--- src/rtl/sbuf_pkg.sv ---
package sbuf_pkg;
    typedef enum logic [1:0] {
        TX_IDLE  = 2'd0,
        TX_HOLD  = 2'd1,
        TX_DRAIN = 2'd2
    } txend_state_e;

    localparam int CTL_TXFLUSH = 7;
    localparam int CTL_RXFLUSH = 6;
    localparam int ST_RXREQ    = 7;
    localparam int ST_TXEND    = 6;
    localparam int ST_TXREQ    = 5;
    localparam int ST_OVR      = 0;
    localparam int DMA_LANES   = 4;
    localparam int BYTE_W      = 8;
endpackage

--- src/rtl/sbuf_fifo.sv ---
module sbuf_fifo #(
    parameter int DEPTH = 32,
    parameter int WIDTH = 8,
    parameter int PEEK  = 4,
    localparam int AW = $clog2(DEPTH),
    localparam int CW = AW + 1
) (
    input  logic                        clk,
    input  logic                        rst_n,
    input  logic                        flush,
    input  logic                        push,
    input  logic [WIDTH-1:0]            wdata,
    input  logic                        pop_one,
    input  logic                        pop_many,
    output logic [CW-1:0]               cnt,
    output logic [PEEK-1:0][WIDTH-1:0]  peek
);
    localparam logic [CW-1:0] FULL_N = CW'(DEPTH);
    localparam logic [CW-1:0] PEEK_N = CW'(PEEK);

    logic [WIDTH-1:0] mem [DEPTH];
    logic [AW-1:0]    wr_ptr;
    logic [AW-1:0]    rd_ptr;
    logic [CW-1:0]    cnt_q;
    logic [CW-1:0]    pop_amt;
    logic             do_push;

    always_comb begin
        do_push = push && !flush && (cnt_q != FULL_N);
        if (pop_many && (cnt_q >= PEEK_N)) begin
            pop_amt = PEEK_N;
        end else if (pop_one && (cnt_q != '0)) begin
            pop_amt = CW'(1);
        end else begin
            pop_amt = '0;
        end
    end

    always_ff @(posedge clk or negedge rst_n) begin
        if (!rst_n) begin
            wr_ptr <= '0;
            rd_ptr <= '0;
            cnt_q  <= '0;
        end else if (flush) begin
            wr_ptr <= '0;
            rd_ptr <= '0;
            cnt_q  <= '0;
        end else begin
            wr_ptr <= wr_ptr + AW'(do_push);
            rd_ptr <= rd_ptr + pop_amt[AW-1:0];
            cnt_q  <= cnt_q + CW'(do_push) - pop_amt;
        end
    end

    always_ff @(posedge clk) begin
        if (do_push) begin
            mem[wr_ptr] <= wdata;
        end
    end

    for (genvar g = 0; g < PEEK; g++) begin : g_peek
        assign peek[g] = mem[rd_ptr + AW'(g)];
    end

    assign cnt = cnt_q;


    cnt_bound_chk: assert property (@(posedge clk) disable iff (!rst_n)
        cnt_q <= FULL_N);


    flush_empty_chk: assert property (@(posedge clk) disable iff (!rst_n)
        flush |=> (cnt_q == '0));


    full_hold_chk: assert property (@(posedge clk) disable iff (!rst_n)
        ((cnt_q == FULL_N) && !pop_one && !pop_many && !flush) |=> (cnt_q == FULL_N));
endmodule

--- src/rtl/sbuf_swap.sv ---
module sbuf_swap #(
    parameter int W = 8
) (
    input  logic [3:0][W-1:0] lanes,
    input  logic              swap_b,
    input  logic              swap_w,
    output logic [4*W-1:0]    word
);
    logic [2*W-1:0] half_lo;
    logic [2*W-1:0] half_hi;

    always_comb begin
        half_lo = swap_b ? {lanes[0], lanes[1]} : {lanes[1], lanes[0]};
        half_hi = swap_b ? {lanes[2], lanes[3]} : {lanes[3], lanes[2]};
        word    = swap_w ? {half_lo, half_hi} : {half_hi, half_lo};
    end
endmodule

--- src/rtl/sbuf_txend.sv ---
module sbuf_txend
    import sbuf_pkg::*;
(
    input  logic clk,
    input  logic rst_n,
    input  logic buf_empty,
    input  logic sh_busy,
    output logic tx_end
);
    txend_state_e state_q;
    txend_state_e state_d;

    always_ff @(posedge clk or negedge rst_n) begin
        if (!rst_n) begin
            state_q <= TX_IDLE;
        end else begin
            state_q <= state_d;
        end
    end

    always_comb begin
        state_d = state_q;
        unique case (state_q)
            TX_IDLE: begin
                if (!buf_empty) state_d = TX_HOLD;
            end
            TX_HOLD: begin
                if (buf_empty) state_d = sh_busy ? TX_DRAIN : TX_IDLE;
            end
            TX_DRAIN: begin
                if (!buf_empty)   state_d = TX_HOLD;
                else if (!sh_busy) state_d = TX_IDLE;
            end
            default: state_d = TX_IDLE;
        endcase
    end

    always_comb begin
        tx_end = (state_q == TX_IDLE);
    end


    tx_end_rise_chk: assert property (@(posedge clk) disable iff (!rst_n)
        $rose(tx_end) |-> $past(buf_empty && !sh_busy));


    drain_busy_chk: assert property (@(posedge clk) disable iff (!rst_n)
        (buf_empty && sh_busy && !tx_end) |=> !tx_end);
endmodule

--- src/rtl/spi_byte_buffer.sv ---
module spi_byte_buffer
    import sbuf_pkg::*;
#(
    parameter int DEPTH = 32,
    localparam int CW = $clog2(DEPTH) + 1
) (
    input  logic                          clk,
    input  logic                          rst_n,
    input  logic                          ctl_wr,
    input  logic [7:0]                    ctl_wdata,
    input  logic                          stat_wr,
    input  logic                          stat_ovr_wval,
    input  logic                          swap_bytes,
    input  logic                          swap_words,
    input  logic                          tx_wr,
    input  logic [BYTE_W-1:0]             tx_wdata,
    input  logic                          rx_rd,
    output logic [BYTE_W-1:0]             rx_rdata,
    input  logic                          dma_rd,
    output logic [DMA_LANES*BYTE_W-1:0]   dma_rdata,
    output logic [7:0]                    status,
    output logic [CW-1:0]                 tx_count,
    output logic [CW-1:0]                 rx_count,
    input  logic                          sh_pop,
    output logic [BYTE_W-1:0]             sh_txdata,
    output logic                          sh_tx_valid,
    input  logic                          sh_busy,
    input  logic                          sh_push,
    input  logic [BYTE_W-1:0]             sh_rxdata
);
    localparam logic [CW-1:0] FULL_N = CW'(DEPTH);

    logic [7:0]    ctl_q;
    logic          tx_flush;
    logic          rx_flush;
    logic [CW-1:0] tx_cnt;
    logic [CW-1:0] rx_cnt;
    logic [CW-1:0] tx_thr;
    logic [CW-1:0] rx_thr;
    logic          rx_lost;
    logic          ovr_q;
    logic          tx_req;
    logic          rx_req;
    logic          tx_end;
    logic          ctl_unused;
    logic [0:0][BYTE_W-1:0]           tx_peek;
    logic [DMA_LANES-1:0][BYTE_W-1:0] rx_peek;

    assign ctl_unused = ctl_wdata[3];

    always_ff @(posedge clk or negedge rst_n) begin
        if (!rst_n) begin
            ctl_q <= '0;
        end else if (ctl_wr) begin
            ctl_q <= ctl_wdata;
        end
    end

    assign tx_flush = ctl_wr ? ctl_wdata[CTL_TXFLUSH] : ctl_q[CTL_TXFLUSH];
    assign rx_flush = ctl_wr ? ctl_wdata[CTL_RXFLUSH] : ctl_q[CTL_RXFLUSH];

    sbuf_fifo #(.DEPTH(DEPTH), .WIDTH(BYTE_W), .PEEK(1)) i_txq (
        .clk      (clk),
        .rst_n    (rst_n),
        .flush    (tx_flush),
        .push     (tx_wr),
        .wdata    (tx_wdata),
        .pop_one  (sh_pop),
        .pop_many (1'b0),
        .cnt      (tx_cnt),
        .peek     (tx_peek)
    );

    sbuf_fifo #(.DEPTH(DEPTH), .WIDTH(BYTE_W), .PEEK(DMA_LANES)) i_rxq (
        .clk      (clk),
        .rst_n    (rst_n),
        .flush    (rx_flush),
        .push     (sh_push),
        .wdata    (sh_rxdata),
        .pop_one  (rx_rd),
        .pop_many (dma_rd),
        .cnt      (rx_cnt),
        .peek     (rx_peek)
    );

    sbuf_swap #(.W(BYTE_W)) i_swap (
        .lanes  (rx_peek),
        .swap_b (swap_bytes),
        .swap_w (swap_words),
        .word   (dma_rdata)
    );

    sbuf_txend i_txend (
        .clk       (clk),
        .rst_n     (rst_n),
        .buf_empty (tx_cnt == '0),
        .sh_busy   (sh_busy),
        .tx_end    (tx_end)
    );

    always_comb begin
        unique case (ctl_q[5:4])
            2'd0:    tx_thr = CW'(1);
            2'd1:    tx_thr = CW'(DEPTH / 4);
            2'd2:    tx_thr = CW'(DEPTH / 2);
            default: tx_thr = FULL_N;
        endcase
        if (ctl_q[2:0] == 3'd0) begin
            rx_thr = CW'(1);
        end else begin
            rx_thr = CW'((int'(ctl_q[2:0]) + 1) * DEPTH / 8);
        end
    end

    assign tx_req  = (FULL_N - tx_cnt) >= tx_thr;
    assign rx_req  = rx_cnt >= rx_thr;
    assign rx_lost = sh_push && !rx_flush && (rx_cnt == FULL_N);

    always_ff @(posedge clk or negedge rst_n) begin
        if (!rst_n) begin
            ovr_q <= 1'b0;
        end else if (rx_lost) begin
            ovr_q <= 1'b1;
        end else if (stat_wr && !stat_ovr_wval) begin
            ovr_q <= 1'b0;
        end
    end

    always_comb begin
        status           = '0;
        status[ST_RXREQ] = rx_req;
        status[ST_TXEND] = tx_end;
        status[ST_TXREQ] = tx_req;
        status[ST_OVR]   = ovr_q;
    end

    assign tx_count    = tx_cnt;
    assign rx_count    = rx_cnt;
    assign sh_txdata   = tx_peek[0];
    assign sh_tx_valid = (tx_cnt != '0);
    assign rx_rdata    = rx_peek[0];


    ovr_set_chk: assert property (@(posedge clk) disable iff (!rst_n)
        (sh_push && !rx_flush && (rx_cnt == FULL_N)) |=> status[ST_OVR]);


    ovr_clear_chk: assert property (@(posedge clk) disable iff (!rst_n)
        (stat_wr && !stat_ovr_wval && !(sh_push && rx_cnt == FULL_N)) |=> !status[ST_OVR]);


    rx_req_nonempty_chk: assert property (@(posedge clk) disable iff (!rst_n)
        status[ST_RXREQ] |-> (rx_count != '0));


    tx_req_full_chk: assert property (@(posedge clk) disable iff (!rst_n)
        (tx_count == FULL_N) |-> !status[ST_TXREQ]);


    dma_pop_chk: assert property (@(posedge clk) disable iff (!rst_n)
        (dma_rd && (rx_cnt >= CW'(DMA_LANES)) && !rx_flush && !sh_push)
            |=> (rx_count == $past(rx_cnt) - CW'(DMA_LANES)));
endmodule

--- config.mk ---
export PLATFORM = sky130hd
export DESIGN_NAME = spi_byte_buffer
export DESIGN_NICKNAME = d
export VERILOG_FILES = /design/src/rtl/sbuf_pkg.sv /design/src/rtl/sbuf_fifo.sv /design/src/rtl/sbuf_swap.sv /design/src/rtl/sbuf_txend.sv /design/src/rtl/spi_byte_buffer.sv
export SDC_FILE = /design/constraint.sdc
export NUM_CORES = 1
export LEC_CHECK = 0
export BUFFER_PORTS_ARGS = -buffer_cell sky130_fd_sc_hd__buf_2
export CAP_MARGIN = 20
export CORE_UTILIZATION = 45
export DETAILED_ROUTE_END_ITERATION = 12
export PLACE_DENSITY = 0.62
export SLEW_MARGIN = 25
export SYNTH_ARGS = -nofsm -noshare
export SYNTH_HDL_FRONTEND = slang
export SYNTH_SLANG_ARGS = --single-unit
--- constraint.sdc ---
create_clock -name clk -period 5.6 [get_ports clk]
set_input_delay 0.28 -clock clk [delete_from_list [all_inputs] [get_ports clk]]
set_output_delay 0.28 -clock clk [all_outputs]
set_load 0.02 [all_outputs]
==> results.ini, run 1 <==
[status]
status = complete, no violations

[yosys]
syn_area_um2 = 29900
ys_warn_count = 0
synth_top_area_share_pct = 51.5
yosysUniqueCellTypes = 66
synth-edff-count = 512
ys_ff_latch = 554
syn_area_per_cell_um2 = 15.4
async_flop_share_pct = 7.58
synth.yosys.seq_area_share_pct = 55.0
synth-main-ff-cell = edfxtp_1
synth_area_leaders = edfxtp_1, mux4_2, mux2i_1, dfrtp_1, nand2_1
synthCells = 1945
yosysTopAreaCell = edfxtp_1

[critical_path]
slowest_delay_ps = 920
worstSetupPathType = flop to output pin
worstPathArrival_ps = 4940
crit_path_frequent_cell = mux2_2
critPathCaptureType = output pin
critPathSlowestCell = dfrtp_4
r2r-start = ctl_q[6]
crit_path_start = i_rxq.rd_ptr[2]
r2r_slack_ps = 2280
crit_fanout = 36
critPathLaunchType = flop
path_cells = ha_1 > xor2_2 > buf_4 > nor2_1 > a22oi_1 > a31oi_1 > mux2_2 > mux2_2 > buf_2
worstPathRequired_ps = 5320
rr_endpoint = i_rxq.mem[17][1]
cp-endpoint = dma_rdata[14]
reg2regPathDepth = 5

[global_routing]
overflow = 0
grt.total_usage_pct = 24.0
antenna_found_initial = 0
grt_pass1_wl_mm = 120
grt_start_max_net_pins = 97
grt_pass1_vias = 18708

[sta]
fin_crit_ps = 5220
hold_slack_ps = 41.3
rsz0062_at_grt = false
drv_slew = 0
layout_setup_ws_ps = 380
fin_crit_sh_pct = 93.2
clock.fmax_mhz = 192
finalSetupViolCount = 0
tns_ps = 0
worst_slew_pin_slew_ps = 1150
max_slew_margin_pct = 23.2
finalHoldViolations = 0
fin_worst_skew_ps = 51.4

[clock_network]
cts_inserted_buffers = 56
cts_sinks = 554
cts_tree = built
cts_resized = 0
cts_setup_buffers = 0
path_clk_slew_ps = 60
clock_latency_ps = 650
clock-root-buffer = clkbuf_16
h-tree-depth = 2
max-clock-path-buffers = 3
ctsHoldBuffers = 14

[die]
rows = 94
dieArea_um2 = 67400
initial_core_util_pct = 45.4
die_w_um = 260
core-area_um2 = 65700
io_pins = 106
die_h_um = 260

[route]
viasPerCell = 6.54
dr.pass1.iters = 5
route.met2.wl_mm = 38.7
wl_met3_mm = 6.92
top_layer_used = met4
wl_mm = 81.1
vias = 19128
wl_met1_mm = 32.6
ant_nets = 0
wl_per_cell_um = 27.7
drtIter0Drc = 2225
drc = 0

[placed_design]
place.detailed.hpwl_mm = 54.9
dp.cells = 2809
gp_congestion = 0.942
port_buffers = 100
dp_slack_ps = 1210
placed_area_um2 = 31100

[finish]
layout.nets = 2101
final_util_pct = 50.3
syn_to_final_growth_pct = 10.7
final_layout_size_suffix_gt1_share_pct = 29.2
layout_common_cells = edfxtp_1, mux4_2, nand2_1
antenna_cells = 0
design_area_um2 = 33100
stdcell_count = 2927
final_common_cell = edfxtp_1

[run]
cap_violations = 0

[worst_hold_path]
hp-class = input pin to flop

[power_and_ir_drop]
p_total_mw = 16.9
p_leak_nw = 11.0
powerDensity_nw_per_um2 = 510
peakVddDrop_v = 0.000324

[cell type report]
| cell class | count | area (um2) |
|---|---|---|
| fill | 5404 | 32700 |
| clock buffer | 76 | 1510 |
| timing repair buffer | 158 | 1010 |
| multi-input combinational | 1213 | 12600 |
| inverter | 35 | 134 |
| sequential | 554 | 16400 |
| clock inverter | 27 | 244 |
| tap | 864 | 1080 |
[kinds of logic (layout without fill, tap and decap cells)]
kind of cell             after synthesis  after routing  share of synthesized area (%)
AO/OA/AOI/OAI                        190            190                           4.46
XOR/XNOR                              39             39                           1.32
adder cells (fa/ha/maj)               46             46                           1.98
buffers and inverters                181            296                           3.09
flip-flops                           554            554                           55.0
multiplexers                         442            442                           26.9
other                                  1              4                         0.0126
AND/OR/NAND/NOR                      492            492                           7.29
[cells in the mapped netlist (16+ instances only)]
cell      count
a21oi_1      41
a22oi_1      16
a31oi_1      18
a32oi_1      24
buf_2        30
buf_4        36
clkbuf_1     61
dfrtp_1      42
edfxtp_1    512
ha_1         44
inv_1        32
mux2_2       44
mux2i_1     115
mux4_2      283
nand2_1     205
nand3_1      72
nor2_1      132
o21ai_0      23
xnor2_1      23
[power breakdown]
group          switching, mW  total [mW]  internal, mW
combinational           4.70        8.35          3.65
sequential             0.283        4.90          4.62
clock                   1.59        3.61          2.03
total                   6.57        16.9          10.3
[registers in the layout (all words and copies together), names as in the netlist]
| signal | flops |
|---|---|
| i_rxq.wr_ptr | 5 |
| ovr_q | 1 |
| i_rxq.rd_ptr | 5 |
| i_txq.mem | 256 |
| i_txend.state_q | 2 |
| i_txq.cnt | 6 |
| i_txq.wr_ptr | 5 |
| i_rxq.mem | 256 |
| i_txq.rd_ptr | 5 |
| ctl_q | 7 |
| i_rxq.cnt | 6 |
[routing by layer]
| layer | track usage [%] | vias to the layer above |
|---|---|---|
| met3 | 3.36 | 179 |
| met4 | 8.71 | 0 |
| met2 | 38.1 | 1063 |
| met1 | 33.8 | 9932 |
| li1 | - | 7954 |
| met5 | 0 | - |
[worst max-delay path: cells and delay by family, from the launching register on]
family                   cells  cell delay (ps)
multiplexers                 2              630
AO/OA/AOI/OAI                2              570
flip-flops                   1              920
buffers and inverters        2              550
adder cells (fa/ha/maj)      1              540
XOR/XNOR                     1              810
AND/OR/NAND/NOR              1              250
[how the worst min path moves through the flow]
stage                       start                 end  slack [ps]  depth (start not counted)
3_5_place_dp   i_txend.state_q[0]  i_txend.state_q[0]         490                          1
3_3_place_gp   i_txend.state_q[1]  i_txend.state_q[0]         470                          1
6_report                   ctl_wr            ctl_q[5]          40                          2
2_1_floorplan               rst_n            ctl_q[0]         -20                          0
4_1_cts                    ctl_wr            ctl_q[5]           8                          2
5_1_grt                    ctl_wr            ctl_q[5]          40                          2
No activity file was read; power rests on OpenSTA's default activity.
==> run 2: changes to the inputs <==
==> constraint.sdc (replaced) <==
create_clock -name clk -period 5.6 [get_ports clk]
set_input_delay 0.28 -clock clk [delete_from_list [all_inputs] [get_ports clk]]
set_output_delay 0.28 -clock clk [all_outputs]
set_load 0.05 [all_outputs]
==> run 2 against run 1 <==
Sequential share of layout area down 0.33 points. Sequential cell count unchanged. Highest routed layer unchanged. Critical path depth rose by 2. Largest cell class unchanged. Cell count rose by 0.44%. Register-to-register slack better by 40 ps. Via count is 0.71% lower. Worst hold slack better by 5.3 ps. Power rose by 6.4%. Non-clock buffer count increased by 11. Count of clock-buffer cells in the layout down 4. Clock power increased by 6.6%.
==> results.ini, run 2 (synthesis gave the netlist of run 1 again) <==
[global_routing]
grt_pass1_vias = 18976  ; was 18708
grt_start_max_net_pins = 54  ; was 97
grt.total_usage_pct = 24.7  ; was 24.0%
antenna_found_initial = 0  ; unchanged
overflow = 0  ; unchanged
grt_pass1_wl_mm = 123  ; was 120 mm

[critical_path]
critPathSlowestCell = nor2_2  ; was dfrtp_4
r2r-start = ctl_q[6]  ; unchanged
path_cells = inv_2 > ha_2 > buf_4 > nor2_2 > buf_4 > a311oi_1 > a32oi_1 > o21ai_0 > mux2_2 > mux2_2 > buf_2  ; was ha_1 > xor2_2 > buf_4 > nor2_1 > a22oi_1 > a31oi_1 > mux2_2 > mux2_2 > buf_2
critPathLaunchType = flop  ; unchanged
slowest_delay_ps = 630  ; was 920 ps
reg2regPathDepth = 5  ; unchanged
crit_fanout = 27  ; was 36
worstPathArrival_ps = 4700  ; was 4940 ps
worstPathRequired_ps = 5320  ; about the same
critPathCaptureType = output pin  ; unchanged
rr_endpoint = i_rxq.mem[16][6]  ; was i_rxq.mem[17][1]
worstSetupPathType = flop to output pin  ; unchanged
crit_buf_inv = 4  ; was 2
path_delay_family = buffers and inverters  ; was flip-flops
r2r_slack_ps = 2320  ; was 2280 ps

[clock_network]
max-clock-path-buffers = 3  ; unchanged
cts_inserted_buffers = 57  ; was 56
h-tree-depth = 2  ; unchanged
clock_latency_ps = 640  ; was 650 ps
cts_tree = built  ; unchanged
clock-root-buffer = clkbuf_16  ; unchanged
path_clk_slew_ps = 60  ; about the same
cts_resized = 0  ; unchanged
cts_sinks = 554  ; unchanged

[worst_hold_path]
hp-class = input pin to flop  ; unchanged
hold_depth = 2  ; unchanged
hp-start = ctl_wr  ; unchanged
min_to = ctl_q[2]  ; was ctl_q[5]

[power_and_ir_drop]
peakVddDrop_v = 0.000593  ; was 0.000324 V
p_leak_nw = 11.1  ; was 11.0 nW
p_total_mw = 17.9  ; was 16.9 mW
powerDensity_nw_per_um2 = 539  ; was 510 nW/um2

[sta]
drv_slew = 0  ; unchanged
tns_ps = 0  ; unchanged
fin_crit_ps = 4980  ; was 5220 ps
clock.fmax_mhz = 201  ; was 192 MHz
worst_slew_pin_slew_ps = 1080  ; was 1150 ps
max_slew_margin_pct = 27.7  ; was 23.2%
finalHoldViolations = 0  ; unchanged
fin_crit_sh_pct = 88.9  ; was 93.2%
layout_setup_ws_ps = 621  ; was 380 ps
fin_worst_skew_ps = 32.8  ; was 51.4 ps
rsz0062_at_grt = false  ; unchanged
finalSetupViolCount = 0  ; unchanged

[finish]
top_regs = i_rxq.mem (256), i_txq.mem (256), ctl_q (7)  ; unchanged
syn_to_final_growth_pct = 11.4  ; was 10.7%
antenna_cells = 0  ; unchanged
final_common_cell = edfxtp_1  ; unchanged
stdcell_count = 2940  ; was 2927
layout.nets = 2113  ; was 2101
final_layout_size_suffix_gt1_share_pct = 29.6  ; was 29.2%
layout_common_cells = edfxtp_1, mux4_2, nand2_1  ; unchanged

[placed_design]
gp_congestion = 0.918  ; was 0.942
port_buffers = 100  ; unchanged
dp.cells = 2821  ; was 2809
dp_slack_ps = 1410  ; was 1210 ps
place.detailed.hpwl_mm = 55.9  ; was 54.9 mm

[die]
io_pins = 106  ; unchanged
core-area_um2 = 65700  ; unchanged
die_w_um = 260  ; unchanged
die_h_um = 260  ; unchanged
rows = 94  ; unchanged
initial_core_util_pct = 45.4  ; unchanged
dieArea_um2 = 67400  ; unchanged

[status]
status = complete, no violations  ; unchanged

[route]
drtIter0Drc = 2103  ; was 2225
ant_nets = 0  ; unchanged
dr.pass1.iters = 5  ; unchanged
vias = 18993  ; was 19128
drc = 0  ; unchanged
viasPerCell = 6.46  ; was 6.54
wl_mm = 82.8  ; was 81.1 mm
wl_per_cell_um = 28.2  ; was 27.7 um

[run]
cap_violations = 0  ; unchanged

[run 2: cell types whose count changed in the layout (fill, tap and decap cells not counted), sizes merged]
cell | previous run | this run
buf | 144 | 155
clkbuf | 76 | 72
bufinv | 3 | 6
clkinv | 21 | 24
[run 2: area by class of cell]
| class | instances | area (um2) |
|---|---|---|
| clock buffer | 72 | 1540 |
| fill | 5393 | 32500 |
| inverter | 35 | 134 |
| timing repair buffer | 169 | 1080 |
| tap | 864 | 1080 |
| clock inverter | 33 | 372 |
| multi-input combinational | 1213 | 12600 |
| sequential | 554 | 16400 |
[run 2: metrics by stage]
stage          instance area, um2  hold slack (ps)  util (%)
2_1_floorplan               29900            -15.6         -
3_3_place_gp                31200              474      47.4
3_5_place_dp                31200              494      47.5
4_1_cts                     33300             10.2      50.6
5_1_grt                     33300             40.4      50.6
6_report                    33300             46.6      50.6
[run 2: worst max path at each step]
stage / from / end / depth (start not counted) / slack (ps)
after detailed placement: i_rxq.rd_ptr[2] / dma_rdata[15] / 10 / 1410
after global routing: i_rxq.rd_ptr[1] / dma_rdata[15] / 10 / 520
after global placement: i_rxq.rd_ptr[1] / dma_rdata[18] / 11 / 1400
after CTS: i_rxq.rd_ptr[1] / dma_rdata[18] / 11 / 740
after floorplan: i_rxq.rd_ptr[1] / dma_rdata[12] / 13 / 1200
final: i_rxq.rd_ptr[1] / dma_rdata[18] / 11 / 620
[run 2: report_power, final]
group	switching [mW]	total, mW	leakage (nW)	internal, mW
sequential	0.273	4.89	5.15	4.62
combinational	5.57	9.19	5.06	3.62
clock	1.62	3.85	0.934	2.23
[run 2: timing repair]
item	CTS	global route
setup buffers	0	0
hold buffers	14	0
endpoints found under the hold margin	49	0
[run 2: metal layers]
metal | track usage [%] | vias to the layer above | share of wire, %
met3 | 3.51 | 170 | 9.1
li1 | - | 7978 | -
met5 | 0 | - | 0
met2 | 39.6 | 1002 | 48
met1 | 34.7 | 9843 | 40
met4 | 8.42 | 0 | 3.3
[run 2: worst reg2reg max path: stages (launching register included)]
cell     delay (ps)
dfrtp_1         360
mux2i_1         420
nand2_1         150
a21oi_1         400
or3b_2          660
nor2_1          880
